### config.mk
export PLATFORM = sky130hd
export DESIGN_NAME = cc_interval_timer
export DESIGN_NICKNAME = d
export VERILOG_FILES = /design/src/rtl/ccit_pkg.sv /design/src/rtl/ccit_datapath.sv /design/src/rtl/ccit_ctrl.sv /design/src/rtl/cc_interval_timer.sv
export SDC_FILE = /design/constraint.sdc
export NUM_CORES = 1
export LEC_CHECK = 0
export BUFFER_PORTS_ARGS = -buffer_cell sky130_fd_sc_hd__buf_2
export CAP_MARGIN = 25
export CELL_PAD_IN_SITES_DETAIL_PLACEMENT = 0
export CELL_PAD_IN_SITES_GLOBAL_PLACEMENT = 1
export CORE_ASPECT_RATIO = 0.9
export CORE_MARGIN = 4
export CORE_UTILIZATION = 25
export CTS_CLUSTER_SIZE = 40
export DETAILED_ROUTE_END_ITERATION = 12
export PLACE_DENSITY_LB_ADDON = 0.1
export SYNTH_ARGS = -nofsm -noshare
export SYNTH_HDL_FRONTEND = slang
export SYNTH_SLANG_ARGS = --single-unit
### constraint.sdc
create_clock -name clk -period 8.7 [get_ports clk]
set_input_delay 0.87 -clock clk [delete_from_list [all_inputs] [get_ports clk]]
set_output_delay 0.87 -clock clk [all_outputs]
set_load 0.01 [all_outputs]
### src/rtl/ccit_pkg.sv
package ccit_pkg;
  localparam int IDX_W  = 4;
  localparam int PS_W   = 3;
  localparam int DIV_W  = 1 << PS_W;
  localparam int CTRL_W = 9;
  localparam int FLAG_N = 3;

  localparam int FLAG_OVF   = 0;
  localparam int FLAG_MATCH = 1;
  localparam int FLAG_CAP   = 2;

  localparam int CB_RUN  = 0;
  localparam int CB_AUTO = 1;
  localparam int CB_PSEN = 2;
  localparam int CB_PS   = 3;
  localparam int CB_CMP  = 6;
  localparam int CB_EDGE = 7;

  typedef logic [IDX_W-1:0] ridx_t;
  localparam ridx_t RI_CTRL  = 4'd0;
  localparam ridx_t RI_COUNT = 4'd1;
  localparam ridx_t RI_LOAD  = 4'd2;
  localparam ridx_t RI_MATCH = 4'd3;
  localparam ridx_t RI_CAPT  = 4'd4;
  localparam ridx_t RI_RAW   = 4'd5;
  localparam ridx_t RI_MASK  = 4'd6;
  localparam ridx_t RI_ENSET = 4'd7;
  localparam ridx_t RI_ENCLR = 4'd8;
  localparam ridx_t RI_TRIG  = 4'd9;
  localparam ridx_t RI_SRST  = 4'd10;

  typedef enum logic [1:0] {
    EDGE_OFF  = 2'b00,
    EDGE_RISE = 2'b01,
    EDGE_FALL = 2'b10,
    EDGE_ANY  = 2'b11
  } edge_e;

  typedef struct packed {
    logic            run;
    logic            autoReload;
    logic            psEn;
    logic [PS_W-1:0] psVal;
    logic            cmpEn;
    edge_e           edgeSel;
  } cfg_t;

  typedef struct packed {
    logic cntWrite;
    logic reload;
    logic softClr;
  } strobe_t;

  // bit order matches the status flag positions: cap=2, match=1, ovf=0
  typedef struct packed {
    logic cap;
    logic match;
    logic ovf;
  } evt_t;
endpackage

### src/rtl/ccit_datapath.sv
module ccit_datapath
  import ccit_pkg::*;
#(
  parameter int CNT_W = 32
) (
  input  logic             clk,
  input  logic             rstN,
  input  cfg_t             cfg,
  input  strobe_t          stb,
  input  logic [CNT_W-1:0] wrData,
  input  logic [CNT_W-1:0] loadVal,
  input  logic [CNT_W-1:0] matchVal,
  input  logic             capPin,
  output logic [CNT_W-1:0] count,
  output logic [CNT_W-1:0] capVal,
  output evt_t             evt
);
  logic [DIV_W-1:0] psCnt;
  logic [DIV_W:0]   psSpan;
  logic [DIV_W-1:0] psLimit;
  logic             psWrap;
  logic             tick;
  logic             busLoad;
  logic             incr;
  logic             allOnes;
  logic             eqNow;
  logic             eqPrev;
  logic [1:0]       capSync;
  logic             capPrev;
  logic             riseEdge;
  logic             fallEdge;
  logic             edgeHit;

  // prescaler: terminal count 2^(p+1)-1
  assign psSpan  = (DIV_W+1)'(2) << cfg.psVal;
  assign psLimit = DIV_W'(psSpan - 1'b1);
  assign psWrap  = (psCnt == psLimit);

  always_ff @(posedge clk or negedge rstN) begin
    if (!rstN) begin
      psCnt <= '0;
    end else if (stb.softClr || !cfg.run || !cfg.psEn || stb.cntWrite || stb.reload || psWrap) begin
      psCnt <= '0;
    end else begin
      psCnt <= psCnt + 1'b1;
    end
  end

  assign tick    = cfg.run && (!cfg.psEn || psWrap);
  assign busLoad = stb.cntWrite || stb.reload;
  assign incr    = tick && !busLoad && !stb.softClr;
  assign allOnes = &count;

  always_ff @(posedge clk or negedge rstN) begin
    if (!rstN) begin
      count <= '0;
    end else if (stb.softClr) begin
      count <= '0;
    end else if (stb.cntWrite) begin
      count <= wrData;
    end else if (stb.reload) begin
      count <= loadVal;
    end else if (incr) begin
      if (allOnes) count <= cfg.autoReload ? loadVal : '0;
      else         count <= count + 1'b1;
    end
  end

  // compare: flag on the first cycle of each equality
  assign eqNow = cfg.cmpEn && (count == matchVal);

  always_ff @(posedge clk or negedge rstN) begin
    if (!rstN)            eqPrev <= 1'b0;
    else if (stb.softClr) eqPrev <= 1'b0;
    else                  eqPrev <= eqNow;
  end

  // capture input: two-flop synchroniser, then edge history
  always_ff @(posedge clk or negedge rstN) begin
    if (!rstN) begin
      capSync <= '0;
      capPrev <= 1'b0;
    end else begin
      capSync <= {capSync[0], capPin};
      capPrev <= capSync[1];
    end
  end

  assign riseEdge = capSync[1] && !capPrev;
  assign fallEdge = !capSync[1] && capPrev;

  always_comb begin
    unique case (cfg.edgeSel)
      EDGE_RISE: edgeHit = riseEdge;
      EDGE_FALL: edgeHit = fallEdge;
      EDGE_ANY:  edgeHit = riseEdge || fallEdge;
      default:   edgeHit = 1'b0;
    endcase
  end

  always_comb begin
    evt.ovf   = incr && allOnes;
    evt.match = eqNow && !eqPrev && !stb.softClr;
    evt.cap   = edgeHit && !stb.softClr;
  end

  always_ff @(posedge clk or negedge rstN) begin
    if (!rstN)            capVal <= '0;
    else if (stb.softClr) capVal <= '0;
    else if (evt.cap)     capVal <= count;
  end

  // plain wrap lands on zero
  assert_wrap_zero_R3: assert property (@(posedge clk) disable iff (!rstN)
    (evt.ovf && !cfg.autoReload) |=> (count == '0));

  // autoreload wrap lands on the reload value
  assert_wrap_reload_R4: assert property (@(posedge clk) disable iff (!rstN)
    (evt.ovf && cfg.autoReload) |=> (count == $past(loadVal)));

  // capture register holds the count seen at the edge
  assert_capture_value_R8: assert property (@(posedge clk) disable iff (!rstN)
    evt.cap |=> (capVal == $past(count)));
endmodule

### src/rtl/ccit_ctrl.sv
module ccit_ctrl
  import ccit_pkg::*;
#(
  parameter int DATA_W      = 32,
  parameter int SRST_CYCLES = 4
) (
  input  logic              clk,
  input  logic              rstN,
  input  logic              wrEn,
  input  ridx_t             regIdx,
  input  logic [DATA_W-1:0] wrData,
  output logic [DATA_W-1:0] rdData,
  input  logic [DATA_W-1:0] count,
  input  logic [DATA_W-1:0] capVal,
  input  evt_t              evt,
  output cfg_t              cfg,
  output strobe_t           stb,
  output logic [DATA_W-1:0] loadVal,
  output logic [DATA_W-1:0] matchVal,
  output logic              irq
);
  localparam int SR_W = $clog2(SRST_CYCLES + 1);

  logic [CTRL_W-1:0] ctrlReg;
  logic [FLAG_N-1:0] rawStat;
  logic [FLAG_N-1:0] enReg;
  logic [FLAG_N-1:0] evtBits;
  logic [SR_W-1:0]   srCnt;
  logic              srBusy;
  logic              wrOk;

  assign srBusy  = (srCnt != '0);
  assign wrOk    = wrEn && !srBusy;
  assign evtBits = evt;

  always_ff @(posedge clk or negedge rstN) begin
    if (!rstN)
      srCnt <= '0;
    else if (wrOk && regIdx == RI_SRST && wrData[0])
      srCnt <= SR_W'(SRST_CYCLES);
    else if (srBusy)
      srCnt <= srCnt - 1'b1;
  end

  always_ff @(posedge clk or negedge rstN) begin
    if (!rstN) begin
      ctrlReg  <= '0;
      loadVal  <= '0;
      matchVal <= '0;
    end else if (srBusy) begin
      ctrlReg  <= '0;
      loadVal  <= '0;
      matchVal <= '0;
    end else if (wrOk) begin
      if (regIdx == RI_CTRL)  ctrlReg  <= wrData[CTRL_W-1:0];
      if (regIdx == RI_LOAD)  loadVal  <= wrData;
      if (regIdx == RI_MATCH) matchVal <= wrData;
    end
  end

  always_comb begin
    cfg.run        = ctrlReg[CB_RUN];
    cfg.autoReload = ctrlReg[CB_AUTO];
    cfg.psEn       = ctrlReg[CB_PSEN];
    cfg.psVal      = ctrlReg[CB_PS +: PS_W];
    cfg.cmpEn      = ctrlReg[CB_CMP];
    cfg.edgeSel    = edge_e'(ctrlReg[CB_EDGE +: 2]);
    stb.cntWrite   = wrOk && (regIdx == RI_COUNT);
    stb.reload     = wrOk && (regIdx == RI_TRIG);
    stb.softClr    = srBusy;
  end

  // one sticky flag and one enable per event source
  for (genvar i = 0; i < FLAG_N; i++) begin : g_flag
    always_ff @(posedge clk or negedge rstN) begin
      if (!rstN)                                          rawStat[i] <= 1'b0;
      else if (srBusy)                                    rawStat[i] <= 1'b0;
      else if (evtBits[i])                                rawStat[i] <= 1'b1;
      else if (wrOk && regIdx == RI_MASK && wrData[i])    rawStat[i] <= 1'b0;
    end

    always_ff @(posedge clk or negedge rstN) begin
      if (!rstN)                                          enReg[i] <= 1'b0;
      else if (srBusy)                                    enReg[i] <= 1'b0;
      else if (wrOk && regIdx == RI_ENSET && wrData[i])   enReg[i] <= 1'b1;
      else if (wrOk && regIdx == RI_ENCLR && wrData[i])   enReg[i] <= 1'b0;
    end
  end

  assign irq = |(rawStat & enReg);

  always_comb begin
    unique case (regIdx)
      RI_CTRL:  rdData = DATA_W'(ctrlReg);
      RI_COUNT: rdData = count;
      RI_LOAD:  rdData = loadVal;
      RI_MATCH: rdData = matchVal;
      RI_CAPT:  rdData = capVal;
      RI_RAW:   rdData = DATA_W'(rawStat);
      RI_MASK:  rdData = DATA_W'(rawStat & enReg);
      RI_ENSET,
      RI_ENCLR: rdData = DATA_W'(enReg);
      RI_SRST:  rdData = DATA_W'(srBusy);
      default:  rdData = '0;
    endcase
  end

  // every event leaves its flag set on the next cycle
  assert_flag_sets_R7: assert property (@(posedge clk) disable iff (!rstN)
    ((|evtBits) && !srBusy) |=> ((rawStat & $past(evtBits)) == $past(evtBits)));

  // write-one to the masked view clears the flags it names
  assert_mask_clear_R9: assert property (@(posedge clk) disable iff (!rstN)
    (wrOk && regIdx == RI_MASK && !(|evtBits)) |=> ((rawStat & $past(wrData[FLAG_N-1:0])) == '0));

  // write-one set turns the named enables on
  assert_enable_set_R10: assert property (@(posedge clk) disable iff (!rstN)
    (wrOk && regIdx == RI_ENSET) |=> ((enReg & $past(wrData[FLAG_N-1:0])) == $past(wrData[FLAG_N-1:0])));

  // soft-reset command raises busy
  assert_srst_busy_R12: assert property (@(posedge clk) disable iff (!rstN)
    (wrOk && regIdx == RI_SRST && wrData[0]) |=> srBusy);
endmodule

### src/rtl/cc_interval_timer.sv
module cc_interval_timer
  import ccit_pkg::*;
#(
  parameter int DATA_W      = 32,
  parameter int SRST_CYCLES = 4
) (
  input  logic              clk,
  input  logic              rstN,
  input  logic              busWrEn,
  input  logic [IDX_W-1:0]  busAddr,
  input  logic [DATA_W-1:0] busWrData,
  output logic [DATA_W-1:0] busRdData,
  input  logic              capPin,
  output logic              irq
);
  cfg_t              cfg;
  strobe_t           stb;
  evt_t              evt;
  logic [DATA_W-1:0] count;
  logic [DATA_W-1:0] capVal;
  logic [DATA_W-1:0] loadVal;
  logic [DATA_W-1:0] matchVal;

  ccit_ctrl #(
    .DATA_W      (DATA_W),
    .SRST_CYCLES (SRST_CYCLES)
  ) u_ctrl (
    .clk      (clk),
    .rstN     (rstN),
    .wrEn     (busWrEn),
    .regIdx   (busAddr),
    .wrData   (busWrData),
    .rdData   (busRdData),
    .count    (count),
    .capVal   (capVal),
    .evt      (evt),
    .cfg      (cfg),
    .stb      (stb),
    .loadVal  (loadVal),
    .matchVal (matchVal),
    .irq      (irq)
  );

  ccit_datapath #(
    .CNT_W (DATA_W)
  ) u_dp (
    .clk      (clk),
    .rstN     (rstN),
    .cfg      (cfg),
    .stb      (stb),
    .wrData   (busWrData),
    .loadVal  (loadVal),
    .matchVal (matchVal),
    .capPin   (capPin),
    .count    (count),
    .capVal   (capVal),
    .evt      (evt)
  );
endmodule

# Word level (Yosys, flattened, before mapping)

Index checks and enable logic that the tools add are counted.

Add/sub/neg operators: 4
Equality and inequality tests: 15
Shift operators: 1
Muxes and demuxes: 41
Bitwise logic cells: 2
Reductions and logical operators: 63

Operator list:

| operator                                                               | number |
|---|---|
| 32-bit 2-to-1 mux                                                      | 14 |
| 32-bit case mux with 9 select lines                                    | 1 |
| 32-bit by 1-bit adder with 32-bit output (second input constant)       | 1 |
| 32-bit equality test                                                   | 1 |
| 32-bit AND reduction                                                   | 1 |
| 1-bit logical AND                                                      | 27 |
| 9-bit 2-to-1 mux                                                       | 3 |
| 3-bit nonzero test                                                     | 7 |
| 1-bit 2-to-1 mux                                                       | 19 |
| 4-bit by 3-bit equality test with 1-bit output (second input constant) | 4 |
| 4-bit equality test (second input constant)                            | 3 |
| 2-bit nonzero test                                                     | 6 |
| 8-bit by 1-bit adder with 8-bit output (second input constant)         | 1 |
| 4-bit by 2-bit equality test with 1-bit output (second input constant) | 2 |
| 8-bit equality test                                                    | 1 |
| 1-bit logical OR                                                       | 8 |
| 8-bit 2-to-1 mux                                                       | 1 |
| 2-bit by 3-bit << shifter with 8-bit output (first input constant)     | 1 |
| 8-bit by 1-bit subtractor with 8-bit output (second input constant)    | 1 |
| 1-bit zero test                                                        | 7 |
| 3-bit bitwise AND                                                      | 2 |
| 3-bit 2-to-1 mux                                                       | 2 |
| 2-bit AND reduction                                                    | 3 |
| 2-bit equality test (second input constant)                            | 2 |
| 8 further kinds                                                        | 8 |

Bits in registers: 158
Input bits: 40
Output and inout port bits: 33
Word-level logic and storage cells: 142

# Depth between registers and ports, before layout

Depth in word-level cells: 12
Depth in mapped cells: 14
Mapped depth without buffers: 10

# By module

A second synthesis with hierarchy kept.

Cells, all modules: 1099
Area, all modules: 9570.4 um^2

Modules (own cells, without submodules):

| module        | instances | cells an instance | area an instance (um^2) | sequential area each (um^2) |
|---|---|---|---|---|
| ccit_datapath | 1         | 570               | 5089.9                  | 1901.8 |
| ccit_ctrl     | 1         | 529               | 4480.5                  | 2052.0 |

# Worst setup path after synthesis

OpenSTA, ideal clock, no wires.

Path kind: input to output
From: input port busAddr[3]
To: output port busRdData[3]
Arrival: 2.202 ns
Required time: 7.830 ns
Path slack: 5.628 ns
Cell stages on the path: 5
Buffers on the path: 2
Path through: clkbuf_1 nor4_2 clkbuf_1 a22oi_1 nand3_1

Longest elaborated chain between the ends: 3
Elaborated cells between the ends (all ways): 12
Those cells by class: eq/ne (9); mux (1); reduce/logical (2)

Ends and longest elaborated chain:

| item                                                                                  | RTL line                | text |
|---|---|---|
| from (decl)                                                                           | cc_interval_timer.sv:10 | `input logic [IDX_W-1:0] busAddr,` |
| 4-bit equality test or 4-bit by 3-bit equality test with 1-bit output (tied branches) | ccit_ctrl.sv:93         | `unique case (regIdx)` |
| 2-bit OR reduction                                                                    | ccit_ctrl.sv:93         |  |
| 32-bit case mux with 9 select lines (*)                                               | ccit_ctrl.sv:93         |  |
| to (decl)                                                                             | cc_interval_timer.sv:12 | `output logic [DATA_W-1:0] busRdData,` |

Every way passes the cells marked *; elsewhere a longest branch is shown, timed or not.

# Worst setup path in the final report

From: register u_ctrl.ctrlReg[4]
To: register u_dp.count[15]

Longest elaborated chain between the ends: 8

Ends and longest elaborated chain:

| item                                        | RTL line            | text |
|---|---|---|
| from (decl)                                 | ccit_ctrl.sv:24     | `logic [CTRL_W-1:0] ctrlReg;` |
| from (signal assigned)                      | ccit_ctrl.sv:55     | `if (regIdx == RI_CTRL) ctrlReg <= wrData[CTRL_W-1:0];` |
| 2-bit by 3-bit << shifter with 8-bit output | ccit_datapath.sv:35 | `assign psSpan = (DIV_W+1)'(2) << cfg.psVal;` |
| 8-bit by 1-bit subtractor with 8-bit output | ccit_datapath.sv:36 | `assign psLimit = DIV_W'(psSpan - 1'b1);` |
| 8-bit equality test                         | ccit_datapath.sv:37 | `assign psWrap = (psCnt == psLimit);` |
| 1-bit logical OR                            | ccit_datapath.sv:49 | `assign tick = cfg.run && (!cfg.psEn \|\| psWrap);` |
| 1-bit logical AND                           | ccit_datapath.sv:49 |  |
| 1-bit logical AND (2 in a row)              | ccit_datapath.sv:51 | `assign incr = tick && !busLoad && !stb.softClr;` |
| 4-bit nonzero test (no source line)         | --                  |  |
| to (signal assigned)                        | ccit_datapath.sv:60 | `count <= wrData;` |
| to (signal assigned)                        | ccit_datapath.sv:62 | `count <= loadVal;` |
| to (signal assigned)                        | ccit_datapath.sv:64 | `if (allOnes) count <= cfg.autoReload ? loadVal : '0;` |
| to (decl)                                   | ccit_datapath.sv:14 | `output logic [CNT_W-1:0] count,` |

Every way passes these cells.
A chain may end at the register's enable or synchronous reset.

==> summary.txt <==
Worst-Skew Late Latency - 0.45 ns
Inserted Clock Buffers - 17
CP endpoint kind - register
Worst Min Path Start - u_dp.capSync[0]$_DFF_PN0_
Avg Cell Area, Syn - 8.481 sq um
Crit path required time - 9.08 ns
CTS max path bufs - 2
Share of post-route cells with drive strength above 1 - 12.91%
R2R setup slack - 5.22 ns
CTS tree - done
Syn Inst Count - 1075
Synthesized flop and latch total - 158
CP Launch Type - register
Final cell utilization of the core - 29.11%
Routed WL - 34990 microns
Die footprint - 39590 sq um
Run status - complete, no violations
First-pass GRT wire length - 54150 microns
Register area share after synthesis - 43.36%
Placed cell count - 1544
Initial antenna violation count - 0
CORE AREA - 36090 sq um
Async set-reset flop share out of synthesis - 100.0%
Static leakage - 4.139 nW
Post-route minimum period - 3.480 ns
PostCTS Resize Cnt - 0
Post-synth top cells - 212 x nand2_1, 158 x dfrtp_1, 95 x a21oi_1
Reg power frac - 39.5%
TNS Setup - 0 ns
VDD IR-drop max - 137.1 uV
Switching share of power - 30.94%
Setup bufs post-CTS - 0
Final Skew - 0.01317 ns
Slew Viols, Final - 0
Tot Pwr - 1.954 mW
Logic pwr share - 16.8%
Post-synth top flop - dfrtp_1
Setup violations, final - 0
Fin Hold WS - 0.3506 ns
Sink Count - 158
Pin count of the biggest net entering global routing - 70
GR Overflow Total - 0
Top cells by area, synth - dfrtp_1 43%, nand2_1 8.7%, a21oi_1 5.2%, a22oi_1 5.0%, xnor2_1 3.7%
Die W - 209.3 microns
Synth Warn # - 0
Pwr Density - 186.0 nW/um^2
Vias in the first global route - 8266
1st-iter DRT viols - 532
H-tree depth - 4
Final period utilization - 40.00%
Post-CTS Hold Buffers - 0
Drt wl/cell - 22.20 microns
Nets - 1134
Max Clk Rate - 0.2874 GHz
Global Route Usage Sum - 17.72%
Hold endpoint - u_dp.capSync[1]$_DFF_PN0_
PortBufs - 72
Post-synth top area cell - dfrtp_1
Part of the power in the clock network - 43.6%
Reg2Reg Depth - 10
Initial Utilization - 25.27%
Via Count - 8095
Syn_nets - 1122
Reg2reg end - u_dp.count[15]$_DFFE_PN0P_
DRC - 0
Gpl congestion - 0.7490
Die height - 189.2 microns
Layout fillers - 3853
Psw - 0.6045 mW
# diodes - 0
Clock-pin slew on the worst setup and hold paths - 0.07 ns
CTS root buf - clkbuf_16
Beginning of the critical path - u_ctrl.ctrlReg[4]$_DFFE_PN0P_
Vias/cell - 5.136
DP HPWL - 23120 microns
Post-synth EDFFs - 0
Area fraction of the dominant cell type after synthesis - 43.36%
CP max FO - 42
Cell Count, Final, Fillers Out - 1576
Crit path DAT - 3.86 ns
RSZ-0062 raised after global routing - no
Num ports - 73
Post-DRT Antenna Nets - 0
Internal power - 1.349 mW
Max_slew headroom - 32.15%
Max Cap Violations - 0
Rows - 66
Fin. Hold Viols - 0
Most frequent cell after synthesis - nand2_1
Unique masters post-synth - 64
Worst hold stages - 0
HP Class - register to register
Crit Path Class - register to register
First-pass DRT Iterations - 5
Worst slew pin tran - 1.008 ns
Reg-to-reg startpoint - u_ctrl.ctrlReg[4]$_DFFE_PN0P_
Post-Syn Area - 9117 sq um
Area Overhead vs Synth - 15.22%
## how the worst max path moves through the flow
stage                                 endpoint  slack [ns]  cells past startpoint
detailed placement  u_dp.count[17]$_DFFE_PN0P_        5.02                      9
floorplan                         busRdData[3]        5.63                      5
global route        u_dp.count[16]$_DFFE_PN0P_        4.96                     10
global placement    u_dp.count[17]$_DFFE_PN0P_        5.03                      9
finish              u_dp.count[15]$_DFFE_PN0P_        5.22                     10
CTS                 u_dp.count[15]$_DFFE_PN0P_        5.20                     10
## power by group through the flow
stage | registers [mW] | logic, mW | clock network [mW]
6_report | 0.772 | 0.329 | 0.853
3_5_place_dp | 0.786 | 0.339 | 0
2_1_floorplan | 0.776 | 0.210 | 0
5_1_grt | 0.775 | 0.364 | 0.902
4_1_cts | 0.772 | 0.340 | 0.876
3_3_place_gp | 0.785 | 0.341 | 0
## placed cells by master (no fill, tap or decap), types with 7 or more instances in the layout
master     netlist  layout
nand2_1        212     212
dfrtp_1        158     158
a21oi_1         95      95
nor2_1          87      86
buf_2           27      71
a22oi_1         61      61
nand3_1         41      41
xnor2_1         39      39
mux2i_1         34      34
o31ai_1         23      23
o21ai_0         22      22
buf_4            0      19
xor2_1          18      18
inv_1           17      17
nand4_1         17      17
clkbuf_16        0      17
nor4_1          10      10
a211oi_1        10      10
a221oi_1         8       8
and3_1           8       8
nor3_1          11       7
o22ai_1          7       7
ha_1             7       7
## stage by stage
step / worst slack (ns) / area, sq um
floorplan: 5.628 / 9117
global placement: 5.032 / 9866
detailed placement: 5.019 / 9866
CTS: 5.201 / 10510
global route: 4.964 / 10510
finish: 5.220 / 10510
## per-layer routing
layer | part of all wire, % | global-route usage [%] | vias up
li1 | - | - | 3840
met1 | 51 | 26.06 | 4072
met2 | 45 | 27.15 | 160
met3 | 3.5 | 3.164 | 23
met4 | 1.3 | 4.115 | 0
met5 | 0 | 0 | -
## flip-flops by register name (all words and copies together), names as in the netlist
name and count:
u_ctrl.rawStat 3, u_dp.capSync 2, u_ctrl.ctrlReg 9, u_dp.capPrev 1, u_dp.capVal 32, u_ctrl.srCnt 3
u_ctrl.matchVal 32, u_ctrl.enReg 3, u_dp.psCnt 8, u_dp.eqPrev 1, u_dp.count 32, u_ctrl.loadVal 32
## critical path, cell delays in order, from the launching register on
cell	delay (ns)
dfrtp_1	0.55
or3_1	0.42
ha_1	0.30
xnor2_1	0.24
a31oi_1	0.06
a2111o_1	0.37
o31ai_4	0.36
a21oi_4	0.09
buf_4	0.29
nor2_1	0.47
a32o_1	0.24
## kinds of logic after synthesis
group / count (synthesis) / synth area share (%)
compound gates: 275 / 20.08
mux: 34 / 3.733
buf+inv: 115 / 5.270
fa+ha+maj: 7 / 0.9606
simple gates: 429 / 21.12
flops: 158 / 43.36
xor+xnor: 57 / 5.476
## cell type report
class                      count  area, sq um  area share, %
multi-input combinational    802         4743          45.15
sequential                   158         3954          37.64
inverter                      17        63.81         0.6074
timing repair buffer          91        509.2          4.848
tap                          476        595.6          5.669
clock buffer                  21        450.4          4.288
clock inverter                11        188.9          1.798
Note: power is estimated with default switching activity, not from simulation.
